## src/rtl/smm_hdr_pkg.sv

```systemverilog
package smm_hdr_pkg;

  typedef enum logic [1:0] {
    CauseExt     = 2'd0,
    CauseIoTrap  = 2'd1,
    CauseSwInstr = 2'd2,
    CauseRsvd    = 2'd3
  } causeT;

  // strobes from control to datapath
  typedef struct packed {
    logic capture;
    logic resume;
  } ctrlStbT;

  // flag nibble bit positions
  localparam int FlagSw      = 0;
  localparam int FlagIoValid = 1;
  localparam int FlagDirIn   = 2;
  localparam int FlagRepStr  = 3;
  localparam int FlagW       = 4;

endpackage

```

## src/rtl/smm_hdr_ctrl.sv

```systemverilog
module smm_hdr_ctrl
  import smm_hdr_pkg::*;
(
  input  logic    clk,
  input  logic    rstN,
  input  logic    entryStb,
  input  logic    resumeReq,
  output ctrlStbT ctrlStb,
  output logic    hdrReady,
  output logic    resumeValid
);

  logic presentingQ;
  logic resumeQ;

  // an entry is taken only outside the presenting cycle
  always_comb begin
    ctrlStb.capture = entryStb && !presentingQ;
    ctrlStb.resume  = resumeReq;
  end

  always_ff @(posedge clk or negedge rstN) begin
    if (!rstN) begin
      presentingQ <= 1'b0;
      resumeQ     <= 1'b0;
    end else begin
      presentingQ <= ctrlStb.capture;
      resumeQ     <= ctrlStb.resume;
    end
  end

  assign hdrReady    = presentingQ;
  assign resumeValid = resumeQ;

endmodule

```

## src/rtl/smm_hdr_datapath.sv

```systemverilog
module smm_hdr_datapath
  import smm_hdr_pkg::*;
#(
  parameter int IP_W   = 32,
  parameter int PORT_W = 16,
  parameter int DATA_W = 32,
  parameter int REG_W  = 32,
  parameter int SIZE_W = 2,
  localparam int HDR_W = 2*IP_W + 4*REG_W + DATA_W + PORT_W + SIZE_W + FlagW
) (
  input  logic              clk,
  input  logic              rstN,
  input  ctrlStbT           ctrlStb,
  input  logic [1:0]        entryCause,
  input  logic [IP_W-1:0]   curIp,
  input  logic [IP_W-1:0]   nextIp,
  input  logic [PORT_W-1:0] ioPort,
  input  logic [SIZE_W-1:0] ioSize,
  input  logic [DATA_W-1:0] ioData,
  input  logic              ioDirIn,
  input  logic              ioRepString,
  input  logic [REG_W-1:0]  ioStrPtr,
  input  logic [REG_W-1:0]  dbgCtl,
  input  logic [REG_W-1:0]  flagsReg,
  input  logic [REG_W-1:0]  ctlReg0,
  output logic [HDR_W-1:0]  hdrRecord,
  output logic [IP_W-1:0]   resumeAddr
);

  causeT cause;
  logic  isTrap;
  logic  isSw;

  logic [IP_W-1:0]   curIpQ,   nextIpQ,   nextIpD;
  logic [REG_W-1:0]  dbgQ,     eflQ,      cr0Q;
  logic [DATA_W-1:0] dataQ,    dataD;
  logic [REG_W-1:0]  ptrQ,     ptrD;
  logic [PORT_W-1:0] portQ,    portD;
  logic [SIZE_W-1:0] sizeQ,    sizeD;
  logic [FlagW-1:0]  flagQ,    flagD;
  logic [IP_W-1:0]   resumeQ;

  always_comb begin
    cause  = causeT'(entryCause);
    isTrap = (cause == CauseIoTrap);
    isSw   = (cause == CauseSwInstr);

    // repeated string trap collapses both pointers
    nextIpD = (isTrap && ioRepString) ? curIp : nextIp;

    dataD = isTrap ? ioData   : '0;
    ptrD  = isTrap ? ioStrPtr : '0;
    portD = isTrap ? ioPort   : '0;
    sizeD = isTrap ? ioSize   : '0;

    flagD              = '0;
    flagD[FlagSw]      = isSw;
    flagD[FlagIoValid] = isTrap;
    flagD[FlagDirIn]   = isTrap && ioDirIn;
    flagD[FlagRepStr]  = isTrap && ioRepString;
  end

  always_ff @(posedge clk or negedge rstN) begin
    if (!rstN) begin
      curIpQ  <= '0;
      nextIpQ <= '0;
      dbgQ    <= '0;
      eflQ    <= '0;
      cr0Q    <= '0;
      dataQ   <= '0;
      ptrQ    <= '0;
      portQ   <= '0;
      sizeQ   <= '0;
      flagQ   <= '0;
    end else if (ctrlStb.capture) begin
      curIpQ  <= curIp;
      nextIpQ <= nextIpD;
      dbgQ    <= dbgCtl;
      eflQ    <= flagsReg;
      cr0Q    <= ctlReg0;
      dataQ   <= dataD;
      ptrQ    <= ptrD;
      portQ   <= portD;
      sizeQ   <= sizeD;
      flagQ   <= flagD;
    end
  end

  // return target chosen from the held record
  always_ff @(posedge clk or negedge rstN) begin
    if (!rstN) begin
      resumeQ <= '0;
    end else if (ctrlStb.resume) begin
      resumeQ <= flagQ[FlagIoValid] ? curIpQ : nextIpQ;
    end
  end

  assign hdrRecord  = {curIpQ, nextIpQ, dbgQ, eflQ, cr0Q,
                       dataQ, ptrQ, portQ, sizeQ, flagQ};
  assign resumeAddr = resumeQ;

endmodule

```

## src/rtl/smm_hdr_capture.sv

```systemverilog
module smm_hdr_capture
  import smm_hdr_pkg::*;
#(
  parameter int IP_W   = 32,
  parameter int PORT_W = 16,
  parameter int DATA_W = 32,
  parameter int REG_W  = 32,
  parameter int SIZE_W = 2,
  localparam int HDR_W = 2*IP_W + 4*REG_W + DATA_W + PORT_W + SIZE_W + FlagW
) (
  input  logic              clk,
  input  logic              rstN,
  input  logic              entryStb,
  input  logic [1:0]        entryCause,
  input  logic [IP_W-1:0]   curIp,
  input  logic [IP_W-1:0]   nextIp,
  input  logic [PORT_W-1:0] ioPort,
  input  logic [SIZE_W-1:0] ioSize,
  input  logic [DATA_W-1:0] ioData,
  input  logic              ioDirIn,
  input  logic              ioRepString,
  input  logic [REG_W-1:0]  ioStrPtr,
  input  logic [REG_W-1:0]  dbgCtl,
  input  logic [REG_W-1:0]  flagsReg,
  input  logic [REG_W-1:0]  ctlReg0,
  input  logic              resumeReq,
  output logic [HDR_W-1:0]  hdrRecord,
  output logic              hdrReady,
  output logic              resumeValid,
  output logic [IP_W-1:0]   resumeAddr
);

  ctrlStbT ctrlStb;

  smm_hdr_ctrl u_ctrl (
    .clk         (clk),
    .rstN        (rstN),
    .entryStb    (entryStb),
    .resumeReq   (resumeReq),
    .ctrlStb     (ctrlStb),
    .hdrReady    (hdrReady),
    .resumeValid (resumeValid)
  );

  smm_hdr_datapath #(
    .IP_W   (IP_W),
    .PORT_W (PORT_W),
    .DATA_W (DATA_W),
    .REG_W  (REG_W),
    .SIZE_W (SIZE_W)
  ) u_dp (
    .clk         (clk),
    .rstN        (rstN),
    .ctrlStb     (ctrlStb),
    .entryCause  (entryCause),
    .curIp       (curIp),
    .nextIp      (nextIp),
    .ioPort      (ioPort),
    .ioSize      (ioSize),
    .ioData      (ioData),
    .ioDirIn     (ioDirIn),
    .ioRepString (ioRepString),
    .ioStrPtr    (ioStrPtr),
    .dbgCtl      (dbgCtl),
    .flagsReg    (flagsReg),
    .ctlReg0     (ctlReg0),
    .hdrRecord   (hdrRecord),
    .resumeAddr  (resumeAddr)
  );

endmodule

```

## config.mk

```make
export PLATFORM = sky130hd
export DESIGN_NAME = smm_hdr_capture
export DESIGN_NICKNAME = d
export VERILOG_FILES = /design/src/rtl/smm_hdr_pkg.sv /design/src/rtl/smm_hdr_ctrl.sv /design/src/rtl/smm_hdr_datapath.sv /design/src/rtl/smm_hdr_capture.sv
export SDC_FILE = /design/constraint.sdc
export NUM_CORES = 1
export LEC_CHECK = 0
export ABC_AREA = 1
export BUFFER_PORTS_ARGS = -buffer_cell sky130_fd_sc_hd__buf_2
export CAP_MARGIN = 15
export CORE_AREA = 4 4 201 203
export DETAILED_ROUTE_END_ITERATION = 10
export DIE_AREA = 0 0 205 207
export HOLD_SLACK_MARGIN = 0.05
export MAX_ROUTING_LAYER = met4
export PLACE_DENSITY_LB_ADDON = 0.25
export SETUP_SLACK_MARGIN = 0.5
export SYNTH_ARGS = -nofsm -noshare
export SYNTH_HDL_FRONTEND = slang
export SYNTH_SLANG_ARGS = --single-unit
export TNS_END_PERCENT = 20
```

## constraint.sdc

```tcl
create_clock -name clk -period 2 [get_ports clk]
set_clock_uncertainty 0.05 [all_clocks]
set_input_delay 0.4 -clock clk [delete_from_list [all_inputs] [get_ports clk]]
set_output_delay 0.4 -clock clk [all_outputs]
set_load 0.01 [all_outputs]
```

# Word level (Yosys, flattened, before mapping)
# Index checks and enable logic that the tools add are counted.
# Widths: inputs -> output; s select.
# totals
register_bits,280
input_bits,250
word_cells,25
# classes
n_eq_ne,2
muxes,6
reduce_logical,4
# ops
cell,count
$mux 32,4
$mux 16,1
$logic_and 1x1->1,3
$eq 2x1->1 const B,1
$eq 2x2->1 const B,1
$mux 2,1
$logic_not 1->1,1

# Depth between registers and ports, before layout
# Gate-level depths: netlist (run 1).
# logic_depth
depth_word,3
mapped_depth,7
depth_no_buf,5

# By module
# Synthesis (run 1) repeated with hierarchy kept, for this count alone.
# unflattened
hier_cells,1328
hier_area_um2,11781.3
# modules_own_cells
mod,n_inst,cells_each,area_per_inst_um2,seq_area_each_um2
smm_hdr_datapath,1,1323,11713.7,6956.7
smm_hdr_ctrl,1,5,67.6,50.0

# Worst setup path before layout (run 1)
# Ideal clock, no wire load.
# synth_timing
kind,register to register
start,"reg u_ctrl.presentingQ, in the netlist u_ctrl.hdrReady"
end,reg u_dp.curIpQ[30]
t_arrival_ps,1103
t_required_ps,1821
path_slack_ps,718
stages_incl_launch_ff,7
period_less_slack_ps,1282
cell_sequence,dfrtp_1 > nor2_4 > inv_2 > buf_2 > buf_2 > nand2_1 > o21ai_1
# synth_between
elab_chain_len,2
# synth_rtl
element,line_no,rtl
start: declaration,smm_hdr_ctrl.sv:13,logic presentingQ;
start signal: assignment,smm_hdr_ctrl.sv:27,presentingQ <= ctrlStb.capture;
$logic_not 1->1,smm_hdr_ctrl.sv:18,ctrlStb.capture = entryStb && !presentingQ;
$logic_and 1x1->1,smm_hdr_ctrl.sv:18,
end signal: assignment,smm_hdr_datapath.sv:76,curIpQ <= curIp;
end: declaration,smm_hdr_datapath.sv:34,"logic [IP_W-1:0] curIpQ, nextIpQ, nextIpD;"
# Every way passes these cells.
# A chain may end at the register's enable or synchronous reset.

# Worst setup path after layout (run 1)
# layout_timing
start,reg u_dp.flagQ[1]
end,out hdrRecord[1]
# layout_lines
element,line_no,rtl
start: declaration,smm_hdr_datapath.sv:40,"logic [FlagW-1:0] flagQ, flagD;"
start signal: assignment,smm_hdr_datapath.sv:85,flagQ <= flagD;
end: declaration,smm_hdr_capture.sv:27,"output logic [HDR_W-1:0] hdrRecord,"
# No word-level cell between the ends.

==> summary.md, run 1 <==
| Metric | Value |
|---|---|
| PortBufs | `529` |
| Crit path to | `hdrRecord[1]` |
| First-pass GRT wire length | `69000 microns` |
| Gpl congestion | `0.853` |
| Critical R2R Launch | `u_ctrl.hdrReady$_DFF_PN0_` |
| DIE HEIGHT | `207 microns` |
| Worst path depth | `2` |
| Ports | `530` |
| Final setup viols | `0` |
| Area grow syn2layout | `61.3%` |
| Cells after synthesis | `1338` |
| Slowest cell delay on critical path | `0.41 ns` |
| CP arrival | `1.21 ns` |
| Syn_nets | `1588` |
| DP Wirelength | `30300 microns` |
| Iteration-0 DRC Markers | `749` |
| RSZ-0062 raised after global routing | `yes` |
| WHS | `0.0720 ns` |
| ANT nets after route | `0` |
| Non-filler cells, final | `about 2600` |
| Layout fillers | `3663` |
| CTS H-tree depth | `1` |
| Yosys warns | `0` |
| Fin. Hold Viols | `0` |
| P per Cell Area | `slightly below 900 nW/um^2` |
| Status | `completed` |
| Starting density of the core | `between 20 and 30%` |
| Critical path type | `flop to output pin` |
| Wire length per cell | `16.8 microns` |
| Min Tclk post-route | `1.66 ns` |
| Vias in the first global route | `12500` |
| Syn_area_per_cell | `8.55 sq um` |
| Core Region | `38500 sq um` |
| Pre-Repair DR Iteration Count | `5` |
| Max-Cap Viols | `0` |
| Worst-Skew Late Latency | `0.55 ns` |
| Register bit total from synthesis | `280` |
| Hold depth | `3` |
| CP startpoint | `u_dp.flagQ[1]$_DFFE_PN0P_` |
| Max transition margin | `60.1%` |
| Final Cycle Share | `between 80% and 90%` |
| Hold Path Class | `primary input to flop` |
| Die Area | `42400 sq um` |
| CP startpoint kind | `flop` |
| Reported leakage power | `between 10 and 15 nW` |
| Antenna violations before repair | `2` |
| Clock transition at path regs | `0.06 ns` |
| Nets | `around 2400` |
| R2R Path End | `u_dp.dbgQ[6]$_DFFE_PN0P_` |
| DP Worst Slack | `0.369 ns` |
| Die Span X | `a little over 200 microns` |
| Clock Path Buffers | `3` |
| Delay-heaviest family, CP | `flip-flops` |
| GR Util All Layers | `20.6%` |
| CP max stage cell | `dfrtp_1` |
| Critical path endpoint category | `output pin` |
| Sink Count | `280` |
| Worst IR Drop VDD | `slightly above 0.0006 V` |
| Share of cells above drive strength 1 | `33.0%` |
| Residual DRC count | `0` |
| Floorplan row count | `a little over 70` |
| Reg-to-reg slack, setup | `0.61 ns` |
| GR Overflow Total | `0` |
| Multi-input gate area | `3740 sq um` |
| Reg2Reg Depth | `6` |
| CP Cell Sequence | `buf_12, buf_6` |
| CTS Root Cell | `clkbuf_16` |
| TNS Setup | `0 ns` |
| CTS tree | `done` |
| Via-to-Cell Ratio | `4.58` |
| Largest net degree at the start of global routing | `64` |
| Mapped cell area | `11400 sq um` |
| Bufs and invs on worst path | `2` |
| Setup slack after layout | `around 0.34 ns` |
| Sequential share of the synthesized area | `61.3%` |
| Slew of the pin with the lowest slew margin | `roughly 0.60 ns` |
| Required time of the critical path | `1.55 ns` |
| Final slew viol count | `0` |
| Fmax | `604 MHz` |
| WL final | `approximately 44000 microns` |
| Vias | `12100` |
| CP Max Fanout | `2` |
| Sequential cell area | `7010 sq um` |
| Netlist cell types | `16` |
| Placed cell count | `2353` |
| Cts bufs inserted | `31` |
registers in the layout, indices dropped and copies added, names as in the netlist:
| signal | count |
|---|---|
| u_dp.resumeAddr | 32 |
| u_dp.dbgQ | 32 |
| u_dp.ptrQ | 32 |
| u_ctrl.hdrReady | 1 |
| u_dp.curIpQ | 32 |
| u_dp.portQ | 16 |
| u_dp.nextIpQ | 32 |
| u_dp.sizeQ | 2 |
| u_dp.cr0Q | 32 |
| u_dp.dataQ | 32 |
| u_dp.eflQ | 32 |
| u_dp.flagQ | 4 |
| u_ctrl.resumeValid | 1 |
cells in the final DEF, fill, tap and decap left out:
master,count
buf_16,1
inv_16,1
clkinv_2,7
buf_8,1
inv_1,67
nor2_4,2
nand2_1,650
diode_2,2
dlygate4sd3_1,177
buf_4,96
nor2_1,32
clkbuf_8,10
buf_6,24
nand3_1,117
inv_2,1
clkbuf_16,32
a31oi_1,32
bufinv_16,3
buf_2,506
nand4_1,32
buf_12,18
clkbuf_1,3
o21ai_1,10
dfrtp_1,280
o21ai_0,24
how the worst min path moves through the flow:
stage                      startpoint                               to  slack, ns
after floorplan                  rstN        u_ctrl.hdrReady$_DFF_PN0_       0.05
after global placement           rstN  u_dp.resumeAddr[15]$_DFFE_PN0P_       0.36
after detailed placement         rstN  u_dp.resumeAddr[13]$_DFFE_PN0P_       0.36
after CTS                    curIp[3]       u_dp.curIpQ[3]$_DFFE_PN0P_       0.05
after global routing         curIp[3]       u_dp.curIpQ[3]$_DFFE_PN0P_       0.07
final                     ioStrPtr[9]         u_dp.ptrQ[9]$_DFFE_PN0P_       0.07
power by group:
| part | switching (mW) | internal, mW | leakage, nW |
|---|---|---|---|
| clock | 2.29 | 3.56 | 0.527 |
| combinational | 1.87 | 1.61 | 6.34 |
| sequential | 0.429 | 6.34 | 3.52 |
cell usage after synthesis (all sizes together):
master,n,area [sq um]
a31oi,32,200
buf,65,340
clkbuf,25,93.8
dfrtp,280,7010
inv,69,259
nand2,650,2440
nand3,117,586
nand4,32,200
nor2,34,138
o21ai,34,170
per-stage QoR:
stage / utilization [%] / total power [mW] / cell area, sq um
CTS: 47.5 / 16.2 / 18300
floorplan: - / 8.10 / 11400
finish: 48.0 / 16.1 / 18400
detailed placement: 38.9 / 9.72 / 15000
global placement: 38.9 / 9.68 / 15000
global route: 48.0 / 16.9 / 18400
layout make-up:
type | instances | share of cell area (%)
Inverter | 69 | 1.49
Clock inverter | 10 | 0.678
Clock buffer | 44 | 5.01
Antenna cell | 2 | 0.0271
Multi-Input combinational cell | 899 | 20.3
Timing Repair Buffer | 824 | 31.0
Sequential cell | 280 | 38.0
Tap cell | 518 | 3.51
per-layer routing:
layer	share of wire, %	GRT usage [%]	up-vias
li1	-	-	5736
met1	39	24.7	5752
met2	50	35.1	543
met3	7.2	3.46	95
met4	3.2	6.95	0
met5	0	-	-
cells by family (layout without fill, tap and decap cells):
group	count (synthesis)	after routing	share of synthesized area (%)
AO/OA/AOI/OAI	66	66	3.24
buffers and inverters	159	947	6.06
AND/OR/NAND/NOR	833	833	29.4
other	0	2	0
flip-flops	280	280	61.3
worst min-delay path, stage by stage:
cell and delay [ns]:
buf_2 0.10, nand3_1 0.07, nand2_1 0.06
repair_timing:
item	4_1_cts	5_1_grt
endpoints found under the hold margin	218	0
resized for setup	29	12
hold buffers	177	0
cloned	0	1
endpoints found under the setup margin	332	454
setup buffers	48	11
pin swaps	0	1
Note: power is estimated with default switching activity, not from simulation.
==> run 2: changes to the inputs <==
- ABC_AREA: 1 -> 0
- CORE_AREA: 4 4 201 203 -> 4 4 207 209
- DIE_AREA: 0 0 205 207 -> 0 0 211 213
- clock period: 2 -> 1.54 ns (I/O delays scaled with it)
==> run 2 against run 1 <==
The flow now finishes with violations (setup timing). Critical path depth unchanged. Sequential cell count unchanged. Clock power increased by 34%. Setup slack got worse by 0.39 ns. Count of clock-buffer cells in the layout increased by 3. Synthesized area decreased by 6.2%. Hold slack improved by 0.017 ns. Via count decreased by 6.6%. First-iteration DRC count decreased by 16%. Critical path type unchanged.
==> summary.md, run 2 <==
| Metric | Value |
|---|---|
| Largest net degree at the start of global routing | `70 (+9.4%)` |
| CP arrival | `1.22 ns (about the same)` |
| Netlist cell types | `19 (+3)` |
| RSZ-0062 raised after global routing | `yes` |
| Reg-to-reg slack, setup | `0.02 ns (-0.59 ns)` |
| Reg2Reg Depth | `5 (-1)` |
| Cts bufs inserted | `31 (unchanged)` |
| Post-layout util | `52.0% (+4.0 points)` |
| Final slew viol count | `0 (unchanged)` |
| Cell taking the most area after synthesis | `dfrtp_1` |
| Vias | `11300 (-6.6%)` |
| Residual DRC count | `0 (unchanged)` |
| WL final | `49400 microns (+11%)` |
| Max-Cap Viols | `0 (unchanged)` |
| Sink Count | `280 (unchanged)` |
| First-pass GRT wire length | `66700 microns (-3.4%)` |
| Die Area | `44900 sq um (+5.9%)` |
| Setup slack after layout | `-0.0414 ns (-0.385 ns)` |
| PortBufs | `529 (unchanged)` |
| Critical R2R Launch | `u_ctrl.hdrReady$_DFF_PN0_` |
| Most common cell after layout, fill and taps aside | `buf_2` |
| Area grow syn2layout | `97.9%` |
| CP startpoint kind | `flop` |
| Pre-Repair DR Iteration Count | `4 (-1)` |
| Hold endpoint | `u_ctrl.resumeValid$_DFF_PN0_` |
| Sequential share of the synthesized area | `65.4% (+4.1 points)` |
| Synth top area share | `65.4% (+4.1 points)` |
| Critical path endpoint category | `output pin` |
| Vias in the first global route | `11900 (-4.7%)` |
| CP Max Fanout | `2 (unchanged)` |
| ANT nets after route | `0 (unchanged)` |
| Reported leakage power | `11.1 nW (+6.6%)` |
| Die Span X | `211 microns (+2.9%)` |
| Yosys warns | `0 (unchanged)` |
| GR Overflow Total | `0 (unchanged)` |
| Slew of the pin with the lowest slew margin | `0.321 ns (-0.278 ns)` |
| Post-synth EDFFs | `0 (unchanged)` |
| Critical path type | `flop to output pin` |
| CTS H-tree depth | `1 (unchanged)` |
| Antenna violations before repair | `1 (-1)` |
| Starting density of the core | `26.3% (-3.5 points)` |
| Syn_area_per_cell | `10.5 sq um (+23%)` |
| Floorplan row count | `74 (+2.8%)` |
| CTS Root Cell | `clkbuf_16` |
| Fin. Hold Viols | `0 (unchanged)` |
| P per Cell Area | `1070 nW/um^2 (+22%)` |
| Mapped cell area | `10700 sq um (-6.2%)` |
| Cells after synthesis | `1021 (-24%)` |
| Layout fillers | `3382 (-7.7%)` |
| Final setup viols | `1 (+1)` |
| Ports | `530 (unchanged)` |
| Failing checks | `setup timing` |
| Synth area leaders | `dfrtp_1 65%, nand2_1 15%, a22o_1 6.8%` |
| Hold Path Class | `primary input to flop` |
| Worst-Skew Late Latency | `0.57 ns (+0.02 ns)` |
| Most frequent cells in the layout | `397 x buf_2, 279 x dfrtp_1, 246 x dlygate4sd3_1` |
| Register bit total from synthesis | `280 (unchanged)` |
| Hold path start | `resumeReq` |
| Fmax | `about 630 MHz` |
| Syn_nets | `1271 (-20%)` |
| Iteration-0 DRC Markers | `627 (-16%)` |
| CTS tree | `done` |
| Via-to-Cell Ratio | `4.60 (+0.41%)` |
| Required time of the critical path | `1.18 ns (-0.37 ns)` |
| Dominant cell by count in the synthesized netlist | `nand2_1` |
| DP Worst Slack | `0.0691 ns (-0.300 ns)` |
| TNS Setup | `-0.0414 ns (-0.0414 ns)` |
| Most used DFF post-synth | `dfrtp_1` |
| Gpl congestion | `0.840 (-1.5%)` |
| Core Region | `40800 sq um (+6.1%)` |
| Share of cells above drive strength 1 | `49.0% (+16 points)` |
| Clock transition at path regs | `0.07 ns (about the same)` |
| Clock Path Buffers | `3 (unchanged)` |
| Status | `finished, violations left` |
| Synth async-reset ratio | `100% (unchanged)` |
| List of most frequent post-synthesis cells | `418 x nand2_1, 280 x dfrtp_1, 83 x a22o_1` |
| Nets | `2154 (-8.5%)` |
| Worst IR Drop VDD | `0.000950 V (+55%)` |
| DIE HEIGHT | `213 microns (+2.9%)` |
| DP Wirelength | `28000 microns (-7.4%)` |
| Hold depth | `2 (-1)` |
| Max transition margin | `78.6% (+19 points)` |
| R2R Path End | `u_dp.ptrQ[17]$_DFFE_PN0P_` |
| WHS | `0.0889 ns (+0.0170 ns)` |
| Final Cycle Share | `103%` |
| Min Tclk post-route | `1.58 ns` |
| Wire length per cell | `20.1 microns (+20%)` |
| GR Util All Layers | `19.0% (-1.6 points)` |
## run 2: cell types whose count changed after synthesis, moves of 10 or more
cell	change
a21oi_1	+32
a22o_1	+83
a31oi_1	-32
buf_2	-20
inv_1	-67
mux2i_1	+32
nand2_1	-232
nand3_1	-85
nand4_1	-32
o211ai_1	+32
o21ai_0	-22
o21ai_1	-10
## run 2: how the worst max path moves through the flow
| stage | start | end | slack [ns] | cells after the start |
|---|---|---|---|---|
| 6_report | u_dp.flagQ[1]$_DFFE_PN0P_ | hdrRecord[1] | -0.04 | 2 |
| 5_1_grt | u_dp.flagQ[1]$_DFFE_PN0P_ | hdrRecord[1] | -0.08 | 2 |
| 4_1_cts | u_dp.flagQ[1]$_DFFE_PN0P_ | hdrRecord[1] | -0.07 | 2 |
| 3_5_place_dp | u_ctrl.hdrReady$_DFF_PN0_ | u_dp.dataQ[22]$_DFFE_PN0P_ | 0.07 | 4 |
| 3_3_place_gp | entryStb | u_dp.dataQ[19]$_DFFE_PN0P_ | 0.09 | 5 |
| 2_1_floorplan | u_ctrl.hdrReady$_DFF_PN0_ | u_dp.dataQ[10]$_DFFE_PN0P_ | 0.14 | 6 |
## run 2: report_power, final
group | internal (mW) | switching (mW)
logic | 3.08 | 2.76
registers | 8.24 | 0.671
clock network | 4.79 | 3.09
## run 2: through the flow
stage | std cells | power, mW | area, sq um
2_1_floorplan | 1021 | 10.5 | 10700
3_3_place_gp | 2053 | 12.5 | 14300
3_5_place_dp | 2053 | 12.5 | 14300
4_1_cts | 2416 | 21.9 | 19500
5_1_grt | 2460 | 23.6 | 21200
6_report | 2460 | 22.6 | 21200
## run 2: kinds of logic after synthesis
| family | Yosys count | synth area share, % |
|---|---|---|
| buffers and inverters | 73 | 3.43 |
| and+or+nand+nor | 486 | 17.6 |
| muxes | 32 | 2.99 |
| AOI/OAI and AO/OA | 150 | 10.7 |
| DFF | 280 | 65.4 |
## run 2: worst max-delay path: stages, from the launching register on
cell	delay (ns)
dfrtp_2	0.42
buf_12	0.13
buf_6	0.11
## run 2: final cells by class
type,instances,area [sq um],area share [%]
Multi-Input combinational cell,668,4410,20.8
Tap cell,532,666,3.14
Sequential cell,280,7010,33.0
Antenna cell,1,2.50,0.0118
Clock inverter,9,124,0.584
Inverter,1,30.0,0.142
Clock buffer,47,966,4.55
Timing Repair Buffer,921,7990,37.7
Timing Repair inverter,1,16.3,0.0767
## run 2: metal layers
metal	part of all wire, %	global-route usage (%)	up-vias
met1	40	22.4	5594
met5	0	-	-
li1	-	-	5168
met4	3.1	5.10	0
met2	51	32.7	462
met3	6.6	4.36	96
## run 2: repair_timing
item | in CTS | in global routing
buffers inserted | 58 | 13
pin swaps | 249 | 230
endpoints found under the setup margin | 557 | 558
hold buffers | 246 | 0
resized for setup | 314 | 232
cloned | 3 | 30
endpoints found under the hold margin | 467 | 0
